<file path="src/rtl/pwr_mode_pkg.sv">
package pwr_mode_pkg;
  typedef enum logic [2:0] {
    ST_FULL   = 3'd0,
    ST_ENTER  = 3'd1,
    ST_SLEEP  = 3'd2,
    ST_TEMPON = 3'd3,
    ST_SUSP   = 3'd4
  } pm_state_e;

  localparam logic [1:0] VIS_FULL  = 2'd0;
  localparam logic [1:0] VIS_SLEEP = 2'd1;
  localparam logic [1:0] VIS_SUSP  = 2'd2;

  localparam logic [7:0] IDX_STAT1 = 8'hA2;
  localparam logic [7:0] IDX_MODE  = 8'hA4;
  localparam logic [7:0] IDX_CAUSE = 8'hA5;

  localparam int CAUSE_W     = 3;
  localparam int CB_SLEEP    = 0;
  localparam int CB_TEMPON   = 1;
  localparam int CB_RESUME   = 2;
endpackage

</file>
<file path="src/rtl/pwr_pin_edge.sv">
module pwr_pin_edge #(
  parameter int SYNC_STAGES = 2
) (
  input  logic clk,
  input  logic rst_n,
  input  logic pin,
  output logic rise
);
  localparam int LAST = SYNC_STAGES;

  logic [LAST:0] sync_q;
  logic [LAST:0] sync_d;

  always_comb begin
    sync_d = {sync_q[LAST-1:0], pin};
  end

  always_ff @(posedge clk or negedge rst_n) begin
    if (!rst_n) sync_q <= '0;
    else        sync_q <= sync_d;
  end

  assign rise = sync_q[LAST-1] & ~sync_q[LAST];
endmodule

</file>
<file path="src/rtl/pwr_idle_timer.sv">
module pwr_idle_timer #(
  parameter int CNT_W = 4
) (
  input  logic             clk,
  input  logic             rst_n,
  input  logic             clr,
  input  logic             cnt_en,
  input  logic [CNT_W-1:0] limit,
  output logic             expire
);
  logic [CNT_W-1:0] cnt_q;
  logic [CNT_W-1:0] cnt_d;

  always_comb begin
    cnt_d = cnt_q;
    if (clr)         cnt_d = '0;
    else if (cnt_en) cnt_d = cnt_q + CNT_W'(1);
  end

  always_ff @(posedge clk or negedge rst_n) begin
    if (!rst_n) cnt_q <= '0;
    else        cnt_q <= cnt_d;
  end

  assign expire = cnt_en && (cnt_q == limit - CNT_W'(1));
endmodule

</file>
<file path="src/rtl/pwr_mode_fsm.sv">
module pwr_mode_fsm
  import pwr_mode_pkg::*;
#(
  parameter int SLEEP_TICKS = 4,
  parameter int SUSP_TICKS  = 3
) (
  input  logic       clk,
  input  logic       rst_n,
  input  logic       pin_rise,
  input  logic       tick,
  input  logic       activity,
  input  logic       cause_wr,
  output logic       ev_sleep,
  output logic       ev_tempon,
  output logic       ev_resume,
  output logic       clk_run,
  output logic [1:0] mode_vis
);
  localparam int MAX_TICKS = (SLEEP_TICKS > SUSP_TICKS) ? SLEEP_TICKS : SUSP_TICKS;
  localparam int CNT_W     = $clog2(MAX_TICKS + 1);

  pm_state_e state_q, state_d;
  logic      armed_q, armed_d;
  logic      pend_q, pend_d;
  logic      tmr_clr, tmr_en, tmr_exp;
  logic [CNT_W-1:0] tmr_limit;

  always_comb begin
    state_d   = state_q;
    armed_d   = armed_q;
    pend_d    = pend_q;
    ev_sleep  = 1'b0;
    ev_tempon = 1'b0;
    ev_resume = 1'b0;
    unique case (state_q)
      ST_FULL: begin
        armed_d = 1'b0;
        pend_d  = 1'b0;
        if (pin_rise) begin
          state_d = ST_ENTER;
        end else if (tmr_exp) begin
          state_d  = ST_SLEEP;
          ev_sleep = 1'b1;
        end
      end
      ST_ENTER: begin
        if (tick) begin
          state_d  = ST_SLEEP;
          ev_sleep = 1'b1;
        end
      end
      ST_SLEEP: begin
        if (pin_rise) begin
          state_d   = ST_FULL;
          ev_resume = 1'b1;
        end else if (tmr_exp) begin
          state_d   = ST_TEMPON;
          ev_tempon = 1'b1;
        end
      end
      ST_TEMPON: begin
        if (pin_rise) pend_d  = 1'b1;
        if (cause_wr) armed_d = 1'b1;
        if (armed_q && tick) begin
          state_d = ST_SUSP;
          armed_d = 1'b0;
        end
      end
      ST_SUSP: begin
        if (pin_rise || pend_q) begin
          state_d   = ST_FULL;
          pend_d    = 1'b0;
          ev_resume = 1'b1;
        end
      end
      default: state_d = ST_FULL;
    endcase
  end

  always_ff @(posedge clk or negedge rst_n) begin
    if (!rst_n) begin
      state_q <= ST_FULL;
      armed_q <= 1'b0;
      pend_q  <= 1'b0;
    end else begin
      state_q <= state_d;
      armed_q <= armed_d;
      pend_q  <= pend_d;
    end
  end

  assign tmr_clr   = (state_d != state_q) || ((state_q == ST_FULL) && activity);
  assign tmr_en    = tick && ((state_q == ST_FULL) || (state_q == ST_SLEEP));
  assign tmr_limit = (state_q == ST_SLEEP) ? CNT_W'(SUSP_TICKS) : CNT_W'(SLEEP_TICKS);

  pwr_idle_timer #(.CNT_W(CNT_W)) u_timer (
    .clk    (clk),
    .rst_n  (rst_n),
    .clr    (tmr_clr),
    .cnt_en (tmr_en),
    .limit  (tmr_limit),
    .expire (tmr_exp)
  );

  always_comb begin
    unique case (state_q)
      ST_SLEEP, ST_TEMPON: mode_vis = VIS_SLEEP;
      ST_SUSP:             mode_vis = VIS_SUSP;
      default:             mode_vis = VIS_FULL;
    endcase
  end

  assign clk_run = (state_q == ST_FULL) || (state_q == ST_ENTER) || (state_q == ST_TEMPON);

  // Temporary-On is left only through an armed tick or nowhere else
  a_r5_tempon_hold: assert property (@(posedge clk) disable iff (!rst_n)
    (state_q == ST_TEMPON && !(armed_q && tick)) |=> (state_q == ST_TEMPON));

  // pin edges during the move to Sleep do not change the state
  a_r8_transit_ignores_pin: assert property (@(posedge clk) disable iff (!rst_n)
    (state_q == ST_ENTER && pin_rise && !tick) |=> (state_q == ST_ENTER));

  // a pin edge in Sleep returns straight to Full-On
  a_r9_sleep_resume: assert property (@(posedge clk) disable iff (!rst_n)
    (state_q == ST_SLEEP && pin_rise) |=> (mode_vis == VIS_FULL && clk_run));

  // the hidden state never shows in the visible mode
  a_r3_tempon_hidden: assert property (@(posedge clk) disable iff (!rst_n)
    (state_q == ST_TEMPON) |-> (mode_vis == VIS_SLEEP && clk_run));
endmodule

</file>
<file path="src/rtl/pwr_smi_regs.sv">
module pwr_smi_regs
  import pwr_mode_pkg::*;
(
  input  logic       clk,
  input  logic       rst_n,
  input  logic [7:0] reg_idx,
  input  logic       reg_wr,
  input  logic       reg_rd,
  input  logic [7:0] reg_wdata,
  input  logic       ev_sleep,
  input  logic       ev_tempon,
  input  logic       ev_resume,
  input  logic [1:0] mode_vis,
  output logic       cause_wr,
  output logic       smi_req,
  output logic [7:0] reg_rdata
);
  logic [CAUSE_W-1:0] cause_q, cause_d, ev_vec;
  logic               smi_q, smi_d;
  logic               stat_wr;
  logic               unused_wdata;

  assign unused_wdata = ^reg_wdata;
  assign stat_wr  = reg_wr && (reg_idx == IDX_STAT1);
  assign cause_wr = reg_wr && (reg_idx == IDX_CAUSE);

  always_comb begin
    ev_vec             = '0;
    ev_vec[CB_SLEEP]   = ev_sleep;
    ev_vec[CB_TEMPON]  = ev_tempon;
    ev_vec[CB_RESUME]  = ev_resume;
  end

  always_comb begin
    cause_d = cause_wr ? ev_vec : (cause_q | ev_vec);
    smi_d   = smi_q;
    if (stat_wr) smi_d = 1'b0;
    if (|ev_vec) smi_d = 1'b1;
  end

  always_ff @(posedge clk or negedge rst_n) begin
    if (!rst_n) begin
      cause_q <= '0;
      smi_q   <= 1'b0;
    end else begin
      cause_q <= cause_d;
      smi_q   <= smi_d;
    end
  end

  assign smi_req = smi_q;

  always_comb begin
    reg_rdata = 8'h00;
    if (reg_rd) begin
      unique case (reg_idx)
        IDX_STAT1: reg_rdata = {7'b0, smi_q};
        IDX_MODE:  reg_rdata = {6'b0, mode_vis};
        IDX_CAUSE: reg_rdata = {{(8-CAUSE_W){1'b0}}, cause_q};
        default:   reg_rdata = 8'h00;
      endcase
    end
  end

  // the request is a level held until a status write
  a_r7_smi_level: assert property (@(posedge clk) disable iff (!rst_n)
    (smi_q && !stat_wr) |=> smi_q);

  // every event raises the request
  a_r7_event_raises: assert property (@(posedge clk) disable iff (!rst_n)
    (ev_sleep || ev_tempon || ev_resume) |=> smi_q);

  // cause bits stay set without a cause write
  a_r10_cause_sticky: assert property (@(posedge clk) disable iff (!rst_n)
    !cause_wr |=> ((cause_q & $past(cause_q)) == $past(cause_q)));

  // a cause write leaves only bits of same-cycle events
  a_r4_cause_clear: assert property (@(posedge clk) disable iff (!rst_n)
    (cause_wr && !(ev_sleep || ev_tempon || ev_resume)) |=> (cause_q == '0));
endmodule

</file>
<file path="src/rtl/pwr_mode_ctrl.sv">
module pwr_mode_ctrl
  import pwr_mode_pkg::*;
#(
  parameter int SLEEP_TICKS = 4,
  parameter int SUSP_TICKS  = 3,
  parameter int SYNC_STAGES = 2
) (
  input  logic       clk,
  input  logic       rst_n,
  input  logic       susres_pin,
  input  logic       refresh_tick,
  input  logic       activity,
  input  logic [7:0] reg_idx,
  input  logic       reg_wr,
  input  logic       reg_rd,
  input  logic [7:0] reg_wdata,
  output logic [7:0] reg_rdata,
  output logic       smi_req,
  output logic       clk_run,
  output logic [1:0] mode_out
);
  logic pin_rise;
  logic ev_sleep, ev_tempon, ev_resume;
  logic cause_wr;

  pwr_pin_edge #(.SYNC_STAGES(SYNC_STAGES)) u_pin (
    .clk   (clk),
    .rst_n (rst_n),
    .pin   (susres_pin),
    .rise  (pin_rise)
  );

  pwr_mode_fsm #(.SLEEP_TICKS(SLEEP_TICKS), .SUSP_TICKS(SUSP_TICKS)) u_fsm (
    .clk       (clk),
    .rst_n     (rst_n),
    .pin_rise  (pin_rise),
    .tick      (refresh_tick),
    .activity  (activity),
    .cause_wr  (cause_wr),
    .ev_sleep  (ev_sleep),
    .ev_tempon (ev_tempon),
    .ev_resume (ev_resume),
    .clk_run   (clk_run),
    .mode_vis  (mode_out)
  );

  pwr_smi_regs u_regs (
    .clk       (clk),
    .rst_n     (rst_n),
    .reg_idx   (reg_idx),
    .reg_wr    (reg_wr),
    .reg_rd    (reg_rd),
    .reg_wdata (reg_wdata),
    .ev_sleep  (ev_sleep),
    .ev_tempon (ev_tempon),
    .ev_resume (ev_resume),
    .mode_vis  (mode_out),
    .cause_wr  (cause_wr),
    .smi_req   (smi_req),
    .reg_rdata (reg_rdata)
  );

  // the visible mode code is never the unused value
  a_r1_mode_legal: assert property (@(posedge clk) disable iff (!rst_n)
    mode_out != 2'd3);
endmodule

</file>
<file path="config.mk">
export PLATFORM = sky130hd
export DESIGN_NAME = pwr_mode_ctrl
export DESIGN_NICKNAME = d
export VERILOG_FILES = /design/src/rtl/pwr_mode_pkg.sv /design/src/rtl/pwr_pin_edge.sv /design/src/rtl/pwr_idle_timer.sv /design/src/rtl/pwr_mode_fsm.sv /design/src/rtl/pwr_smi_regs.sv /design/src/rtl/pwr_mode_ctrl.sv
export SDC_FILE = /design/constraint.sdc
export NUM_CORES = 1
export LEC_CHECK = 0
export ABC_AREA = 1
export BUFFER_PORTS_ARGS = -buffer_cell sky130_fd_sc_hd__clkbuf_2
export CAP_MARGIN = 20
export CORE_MARGIN = 5
export CORE_UTILIZATION = 53
export DETAILED_ROUTE_END_ITERATION = 10
export GPL_TIMING_DRIVEN = 0
export PLACE_DENSITY = 0.83
export RECOVER_POWER = 100
export SETUP_SLACK_MARGIN = 0.3
export SYNTH_ARGS = -nofsm -noshare
export SYNTH_HDL_FRONTEND = slang
export SYNTH_SLANG_ARGS = --single-unit
</file>
<file path="constraint.sdc">
create_clock -name clk -period 2.05 [get_ports clk]
set_input_delay 0.41 -clock clk [delete_from_list [all_inputs] [get_ports clk]]
set_output_delay 0.41 -clock clk [all_outputs]
set_load 0.01 [all_outputs]
</file>
* Word-level counts from Yosys, hierarchy flattened *
Index checks and enable logic that the tools add are counted.

cells by class
  add/subtract/negate cells = 2
  equality and inequality tests = 12
  multiplexer cells = 31
  bitwise logic cells = 3
  reduce and logical (&&, ||, !) cells = 20

operator list
  kind                                                                    count
  3-bit two-way mux                                                       12
  8-bit equality test (second input constant)                             3
  3-bit one-hot mux with 5 select lines                                   1
  1-bit two-way mux                                                       12
  3-bit one-hot mux with 3 select lines                                   1
  3-bit by 2-bit equality test with 1-bit output (second input constant)  2
  1-bit logical AND                                                       6
  1-bit one-hot mux with 2 select lines                                   3
  2-bit nonzero test                                                      3
  1-bit logical OR                                                        5
  2-bit by 1-bit != test with 1-bit output (second input constant)        2
  2-bit one-hot mux with 2 select lines                                   1
  3-bit by 1-bit adder with 3-bit output (second input constant)          1
  3-bit by 1-bit equality test with 1-bit output (second input constant)  1
  3-bit equality test                                                     1
  3-bit equality test (second input constant)                             1
  3-bit zero test                                                         1
  3-bit by 1-bit != test with 1-bit output (second input constant)        1
  3-bit != test                                                           1
  3-bit bitwise OR                                                        1
  1-bit one-hot mux with 3 select lines                                   1
  3-bit AND reduction                                                     1
  3-bit nonzero test                                                      1
  3-bit OR reduction                                                      1
  other kinds (5)                                                         5

word-level totals
  register bits = 15
  input port bits = 23
  output and inout bits = 12

* Logic depth before layout (Yosys ltp) *
Gate-level depths: netlist (run 1).

  word-level depth = 11
  mapped depth = 10
  gate-level depth less buffers = 9

* Cells and area by module *
From an unflattened synthesis (run 1), not the netlist that was laid out.

second synthesis, totals
  cell total of the unflattened synthesis = 155
  area total of the unflattened synthesis = 1,121.1 um^2

modules (own cells, without submodules)
  module          instances  cells each  area an instance (um^2)  seq. area each (um^2)
  pwr_smi_regs    1          55          417.9                    100.1
  pwr_mode_fsm    1          58          385.4                    125.1
  pwr_idle_timer  1          37          232.7                    75.1
  pwr_pin_edge    1          5           85.1                     75.1

* Worst setup path after synthesis (run 1) *
OpenSTA, ideal clock, no wires.

  path type = reg-to-output
  start point = register u_fsm.state_q[0]
  end point = output reg_rdata[0]
  arrival time = 1,127 ps
  path slack = 513 ps
  cell stages (with the launch flop) = 9
  path buffers = 1
  cells stage by stage = dfrtp_1 > buf_6 > nor2_4 > nand2_2 > nand2_1 > nand2_1 > nand3_1 > nand2_1 > inv_1

on the way
  cells in the longest elaborated chain, start to end = 5
  elaborated cells between the ends (all ways) = 7

RTL lines
  what                                            line                 text
  from (decl)                                     pwr_mode_fsm.sv:22   pm_state_e state_q, state_d;
  from (signal assigned)                          pwr_mode_fsm.sv:86   state_q <= state_d;
  3-bit by 2-bit equality test with 1-bit output  pwr_mode_fsm.sv:106  unique case (state_q)
  2-bit OR reduction                              pwr_mode_fsm.sv:106
  2-bit one-hot mux with 2 select lines *         pwr_mode_fsm.sv:106
  named net mode_out[0]                           pwr_mode_ctrl.sv:20  output logic [1:0] mode_out
  3-bit one-hot mux with 3 select lines *         pwr_smi_regs.sv:56   unique case (reg_idx)
  3-bit two-way mux *                             pwr_smi_regs.sv:55   if (reg_rd) begin
  to (decl)                                       pwr_mode_ctrl.sv:17  output logic [7:0] reg_rdata,

Mark *: on every way through the listed nets, which the timed path passes. The rest lies on a longest branch.

* Worst setup path after layout (run 1) *
  start point = register u_fsm.state_q[0]
  end point = register u_fsm.u_timer.cnt_q[2]

on the way
  cells in the longest elaborated chain, start to end = 11
  elaborated cells between the ends (all ways) = 24

RTL lines
  what                                                            line                                                        text
  3-bit by 2-bit equality test with 1-bit output                  pwr_mode_fsm.sv:35, pwr_mode_fsm.sv:93, pwr_mode_fsm.sv:94
  3-bit two-way mux                                               pwr_mode_fsm.sv:94                                          assign tmr_limit = (state_q == ST_SLEEP) ? CNT_W'(SUSP_TICKS) : CNT_W'(SLEEP_TICKS);
  3-bit by 1-bit subtractor with 3-bit output                     pwr_idle_timer.sv:25                                        assign expire = cnt_en && (cnt_q == limit - CNT_W'(1));
  3-bit equality test                                             pwr_idle_timer.sv:25
  1-bit logical AND                                               pwr_idle_timer.sv:25
  3-bit two-way mux (on tied branches)                            pwr_mode_fsm.sv:56, pwr_mode_fsm.sv:41
  3-bit two-way mux (on tied branches)                            pwr_mode_fsm.sv:53, pwr_mode_fsm.sv:39
  3-bit one-hot mux with 5 select lines *                         pwr_mode_fsm.sv:35                                          unique case (state_q)
  named net u_fsm.state_d[0]                                      pwr_mode_fsm.sv:22
  3-bit != test *                                                 pwr_mode_fsm.sv:92                                          assign tmr_clr = (state_d != state_q) || ((state_q == ST_FULL) && activity);
  1-bit logical OR *                                              pwr_mode_fsm.sv:92
  3-bit two-way mux / 2-bit nonzero test (equally long branches)  -
  to (signal assigned)                                            pwr_idle_timer.sv:22                                        else cnt_q <= cnt_d;
  to (decl)                                                       pwr_idle_timer.sv:11                                        logic [CNT_W-1:0] cnt_q;

Marked as above.
A chain may end at the register's enable or synchronous reset.

==> out/qor.yml, run 1 <==
finish:
  finalNonFillerCells: 197
  syn2layout_area_growth_pct: 22.7
  fin_util_pct: 66.9
  antennaDiodeCount: 0
  drive_above_1_share_pct: 33.5
  fin_area_sq_um: 1290
  nets: 195
floorplanning:
  fp-row-count: 16
  die_w_microns: 54.5
  initial_core_util_pct: 54.6
  core_sq_um: 1920
  pin_count: 35
  die_h_microns: 54.5
  die_area_sq_um: 2970
routing:
  drc: 0
  drtIter0Drc: 18
  viasPerCell: 5.09
  detail_route.wl_per_cell_microns: 12.7
  vias: 1002
  wirelength_microns: 2500
  dr.pass1.iters: 4
  final_antenna_net_count: 0
pwr:
  power_leakage_nw: 0.728
  ir_drop_mv: 0.708
  powerDensity_nw_per_um2: 978
  report.power.total_mw: 1.26
logic_synthesis:
  synthTopCellsByCount: "29 x nand2_1, 17 x inv_1, 15 x dfrtp_1"
  yosysWarnings: 0
  yosysTopAreaCellShare_pct: 35.8
  yosys.area.top_type: "dfrtp_1"
  synthTopCellsByArea: "dfrtp_1 36%, nand2_1 10%, inv_1 6.1%"
  ys.flop_type: "dfrtp_1"
  netlist_instances: 131
  synthArstFlopShare_pct: 100
  synthesis.area_sq_um: 1050
  synth_area_per_cell_sq_um: 8.00
  synth_edf_count: 0
  post-synth-top-count-cell: "nand2_1"
  yosysSeqAreaShare_pct: 35.8
  ys_types: 28
  synth.ff_latch_count: 15
sta:
  setup_ws_ps: 140
  layout_min_cycle_time_ps: 1910
  whs_ps: 205
  post-route-period-util_pct: 93.2
  fmax_mhz: 524
  hold_viol_final: 0
  tns_ps: 0
  setup_viol_count_final: 0
  rsz0062_at_grt: "yes"
  worst_pin_slew_ps: 860
  relSlewSlack_pct: 42.7
  drv_slew: 0
  skew_ps: 4.87
clocking:
  ctsHoldBuffers: 0
  path_clk_slew_ps: 90
  htree_levels: 1
  cts_tree: "done"
  clk_path_buf_depth: 2
  clk_latency_ps: 280
  cts_buffers: 3
  cts_sinks: 15
  root_buffer: "clkbuf_4"
status:
  status: "finished, final reports clean"
worst_setup_path:
  startpoint_type: "register"
  crit_arrival_ps: 2090
  cp_max_fo: 6
  crit_path_end_kind: "register"
  worstSetupPathType: "register to register"
  crit_required_ps: 2230
grt:
  grt_max_degree: 16
  grt.overflow.total: 0
  grt_pass1_wl_microns: 3950
  globalRouteTotalUtil_pct: 18.7
  antenna_found_initial: 0
  grt_pass1_vias: 941
worst_hold_path:
  hold_path.class: "primary input to async pin"
place:
  place_ws_ps: 341
  place.gp.congestion: 0.789
  post-dp-hpwl_microns: 1800
  place_area_sq_um: 1200
  io_buffers: 21
  dp.cells: 183
flow_run:
  cap_viol_max_count: 0
## path summary, 6_finish.rpt
path | start | slack (ps) | end | cells past startpoint
setup reg to reg | u_fsm.state_q[0] | 140 | u_fsm.u_timer.cnt_q[2] | 11
min in group clk | susres_pin | 230 | u_pin.sync_q[0] | 1
hold / removal | rst_n | 210 | u_fsm.state_q[0] | 1
max in group asynchronous | rst_n | 1260 | u_fsm.state_q[2] | 1
setup / recovery | u_fsm.state_q[0] | 140 | u_fsm.u_timer.cnt_q[2] | 11
hold reg to reg | u_pin.sync_q[0] | 360 | u_pin.sync_q[1] | 0
## kinds of logic after synthesis
logic type / count (synthesis) / share of synthesized area [%]
adders and majority gates: 1 / 1.19
muxes: 1 / 0.955
and+or+nand+nor: 76 / 43.4
xor gates and xnor gates: 2 / 1.67
buffers and inverters: 27 / 12.5
AOI/OAI and AO/OA: 8 / 4.06
other: 1 / 0.358
DFF: 15 / 35.8
## registers in the layout (all words and copies together) (netlist names)
| name | flops |
|---|---|
| u_fsm.state_q | 3 |
| u_fsm.u_timer.cnt_q | 3 |
| u_pin.sync_q | 3 |
| u_regs.cause_q | 3 |
| u_fsm.armed_q | 1 |
| u_fsm.pend_q | 1 |
| u_regs.smi_req | 1 |
## critical path: stages, from the launching register on
cell     delay (ps)
dfrtp_1         390
buf_6           140
nor2_4          120
buf_4           120
buf_4           150
nand2_4          90
nor2_8           90
nand4_1         240
nand2_1         190
nand2_1          70
nand2_1         150
nor3_2           60
## per-layer routing
layer | track usage, % | up-vias | wire length [microns]
li1 | - | 484 | -
met1 | 21.7 | 459 | 1050
met2 | 33.5 | 55 | 1200
met3 | 3.00 | 4 | 227
met4 | 8.30 | 0 | 22
met5 | 0 | - | 0
## layout make-up
type	instances	area [sq um]
Timing Repair Buffer	31	170
Buffer	7	60.1
Inverter	20	75.1
Tap cell	27	33.8
Sequential cell	15	377
Clock buffer	4	26.3
Multi-Input combinational cell	93	544
Fill cell	181	636
## where the power goes
group / total (mW) / switching (mW) / internal [mW]
Combinational: 0.729 / 0.431 / 0.298
Sequential: 0.359 / 0.0227 / 0.336
Clock: 0.170 / 0.0940 / 0.0755
Total: 1.26 / 0.548 / 0.710
## cell usage in the layout (no fill, tap or decap)
master    count
a21oi_1       4
a22oi_1       1
buf_2         1
buf_4        14
buf_6         2
clkbuf_1      7
clkbuf_2     15
clkbuf_4      3
clkinv_1      1
conb_1        5
dfrtp_1      14
dfrtp_2       1
ha_1          1
inv_1        16
inv_2         3
mux2i_1       1
nand2_1      31
nand2_2       2
nand2_4       2
nand3_1       9
nand3_2       5
nand3_4       1
nand4_1       3
nor2_1       12
nor2_4        3
nor2_8        1
nor3_1        3
nor3_2        3
nor3_4        1
o21ai_0       3
xor2_1        2
## timing repair
item / 4_1_cts / 5_1_grt
setup endpoints to repair: 3 / 3
setup buffers: 7 / 3
resized for setup: 7 / 4
endpoints found under the hold margin: 0 / 0
pin swaps: 4 / 5
(Power assumes the default switching activity.)
==> run 2: changes to the inputs <==
CORE_UTILIZATION = 55   (was 53)
CTS_BUF_LIST = sky130_fd_sc_hd__clkbuf_8   (was default)
PLACE_DENSITY = 0.86   (was 0.83)
clock period = 2.3 ns   (was 2.05 ns; I/O delays follow)
==> out/qor.yml, run 2 (synthesized netlist as in run 1, its figures left out) <==
grt:
  grt-busiest-layer: "met2"
  grt.overflow.total: 0
  met1_usage_pct: 22.6
  globalRouteTotalUtil_pct: 19.2
  grtUsageMet2_pct: 33.7
  grt_pass1_vias: 926
  grt_pass1_wl_microns: 4000
  antenna_found_initial: 0
  grt_use_met3_pct: 3.05
  grt_max_degree: 16
status:
  status: "finished, final reports clean"
sta:
  layout_min_cycle_time_ps: 1980
  hold_viol_final: 0
  skew_ps: 3.98
  setup_viol_count_final: 0
  relSlewSlack_pct: 47.1
  drv_slew: 0
  tns_ps: 0
  post-route-period-util_pct: 86.1
  setup_ws_ps: 319
  worst_pin_slew_ps: 793
  fmax_mhz: 505
  rsz0062_at_grt: "yes"
floorplanning:
  initial_core_util_pct: 59.4
  core_sq_um: 1760
  die_h_microns: 53.7
  pin_count: 35
  die_w_microns: 53.7
  fp-row-count: 15
  die_area_sq_um: 2880
routing:
  detail_route.wl_per_cell_microns: 12.4
  wirelength_microns: 2320
  vias: 935
  drtIter0Drc: 45
  dr.pass1.iters: 4
  drc: 0
  final_antenna_net_count: 0
  viasPerCell: 5.00
finish:
  nets: 187
  antennaDiodeCount: 0
  syn2layout_area_growth_pct: 15.9
  final_common_cell: "nand2_1"
  final_cell_mix: "33 x nand2_1, 18 x inv_1, 14 x dfrtp_1"
  fin_util_pct: 68.9
  drive_above_1_share_pct: 25.9
pwr:
  p_comb_share_pct: 50.9
  switching_share_pct: 43.3
  pwr-share-seq_pct: 29.8
  internal_power_uw: 609
  power.share.clock_pct: 19.3
  p_sw_uw: 466
  ir_drop_mv: 0.532
  powerDensity_nw_per_um2: 885
  power_leakage_nw: 0.652
worst_hold_path:
  hold_path.class: "primary input to async pin"
place:
  place.gp.congestion: 0.813
  io_buffers: 21
  post-dp-hpwl_microns: 1840
  place_ws_ps: 483
clocking:
  clk_latency_ps: 240
  cts_tree: "done"
  clk_path_buf_depth: 2
  path_clk_slew_ps: 60
  root_buffer: "clkbuf_8"
  cts_buffers: 3
  htree_levels: 1
  cts_sinks: 15
flow_run:
  cap_viol_max_count: 0
worst_setup_path:
  cp_max_fo: 8
  worstSetupPathType: "register to output port"
  crit_arrival_ps: 1520
  crit_path_end_kind: "output port"
  crit_required_ps: 1840
  startpoint_type: "register"
## run 2: layout make-up
class,instances,area [sq um]
clock buffer,3,41.3
inverter,20,75.1
fill,167,549
timing repair buffer,23,106
clock inverter,1,3.75
tap,25,31.3
sequential,15,377
multi-input combinational,93,520
buffer,7,60.1
## run 2: power by group through the flow
stage               clock network (mW)  registers [mW]  logic (mW)
floorplan                            0           0.319       0.445
global placement                     0           0.321       0.530
detailed placement                   0           0.324       0.560
CTS                              0.209           0.319       0.567
global route                     0.227           0.325       0.608
finish                           0.208           0.321       0.547
## run 2: metal layers
layer | vias to the layer above | wire [microns]
li1 | 469 | -
met1 | 416 | 990
met4 | 0 | 61
met5 | - | 0
met2 | 42 | 1110
met3 | 8 | 157
## run 2: per-stage QoR
step                      power [mW]  hold WS [ps]  instance area (sq um)  cells
final                           1.08           273                   1210    187
after global routing            1.16           315                   1210    187
after CTS                       1.10           133                   1240    185
after detailed placement       0.884           339                   1200    181
after global placement         0.850           332                   1200    181
after floorplan                0.764           164                   1060    135
## run 2: critical path, stage by stage (launching register included)
cell and delay, ps:
dfrtp_1 370, buf_6 140, nor2_4 180, nand2_1 120
nand2_1 110, nand2_1 60, nand3_1 70, nand2_1 50
inv_1 40, clkbuf_2 120
## run 2: path summary, 6_finish.rpt
path                            slack, ps              from  cells after the start                endpoint
max in group asynchronous            1480             rst_n                      1        u_fsm.state_q[2]
worst max-delay path                  320  u_fsm.state_q[0]                      9            reg_rdata[0]
worst max register to register        350  u_fsm.state_q[0]                     10  u_fsm.u_timer.cnt_q[1]
min in group clk                      320        susres_pin                      1         u_pin.sync_q[0]
worst min-delay path                  270             rst_n                      1           u_fsm.armed_q
worst min register to register        350   u_pin.sync_q[0]                      0         u_pin.sync_q[1]
## run 2: what timing repair did
action,4_1_cts,5_1_grt
pin swaps,1,1
resized for setup,0,3
buffers inserted,0,2
setup endpoints to repair,1,2
hold buffers,0,0
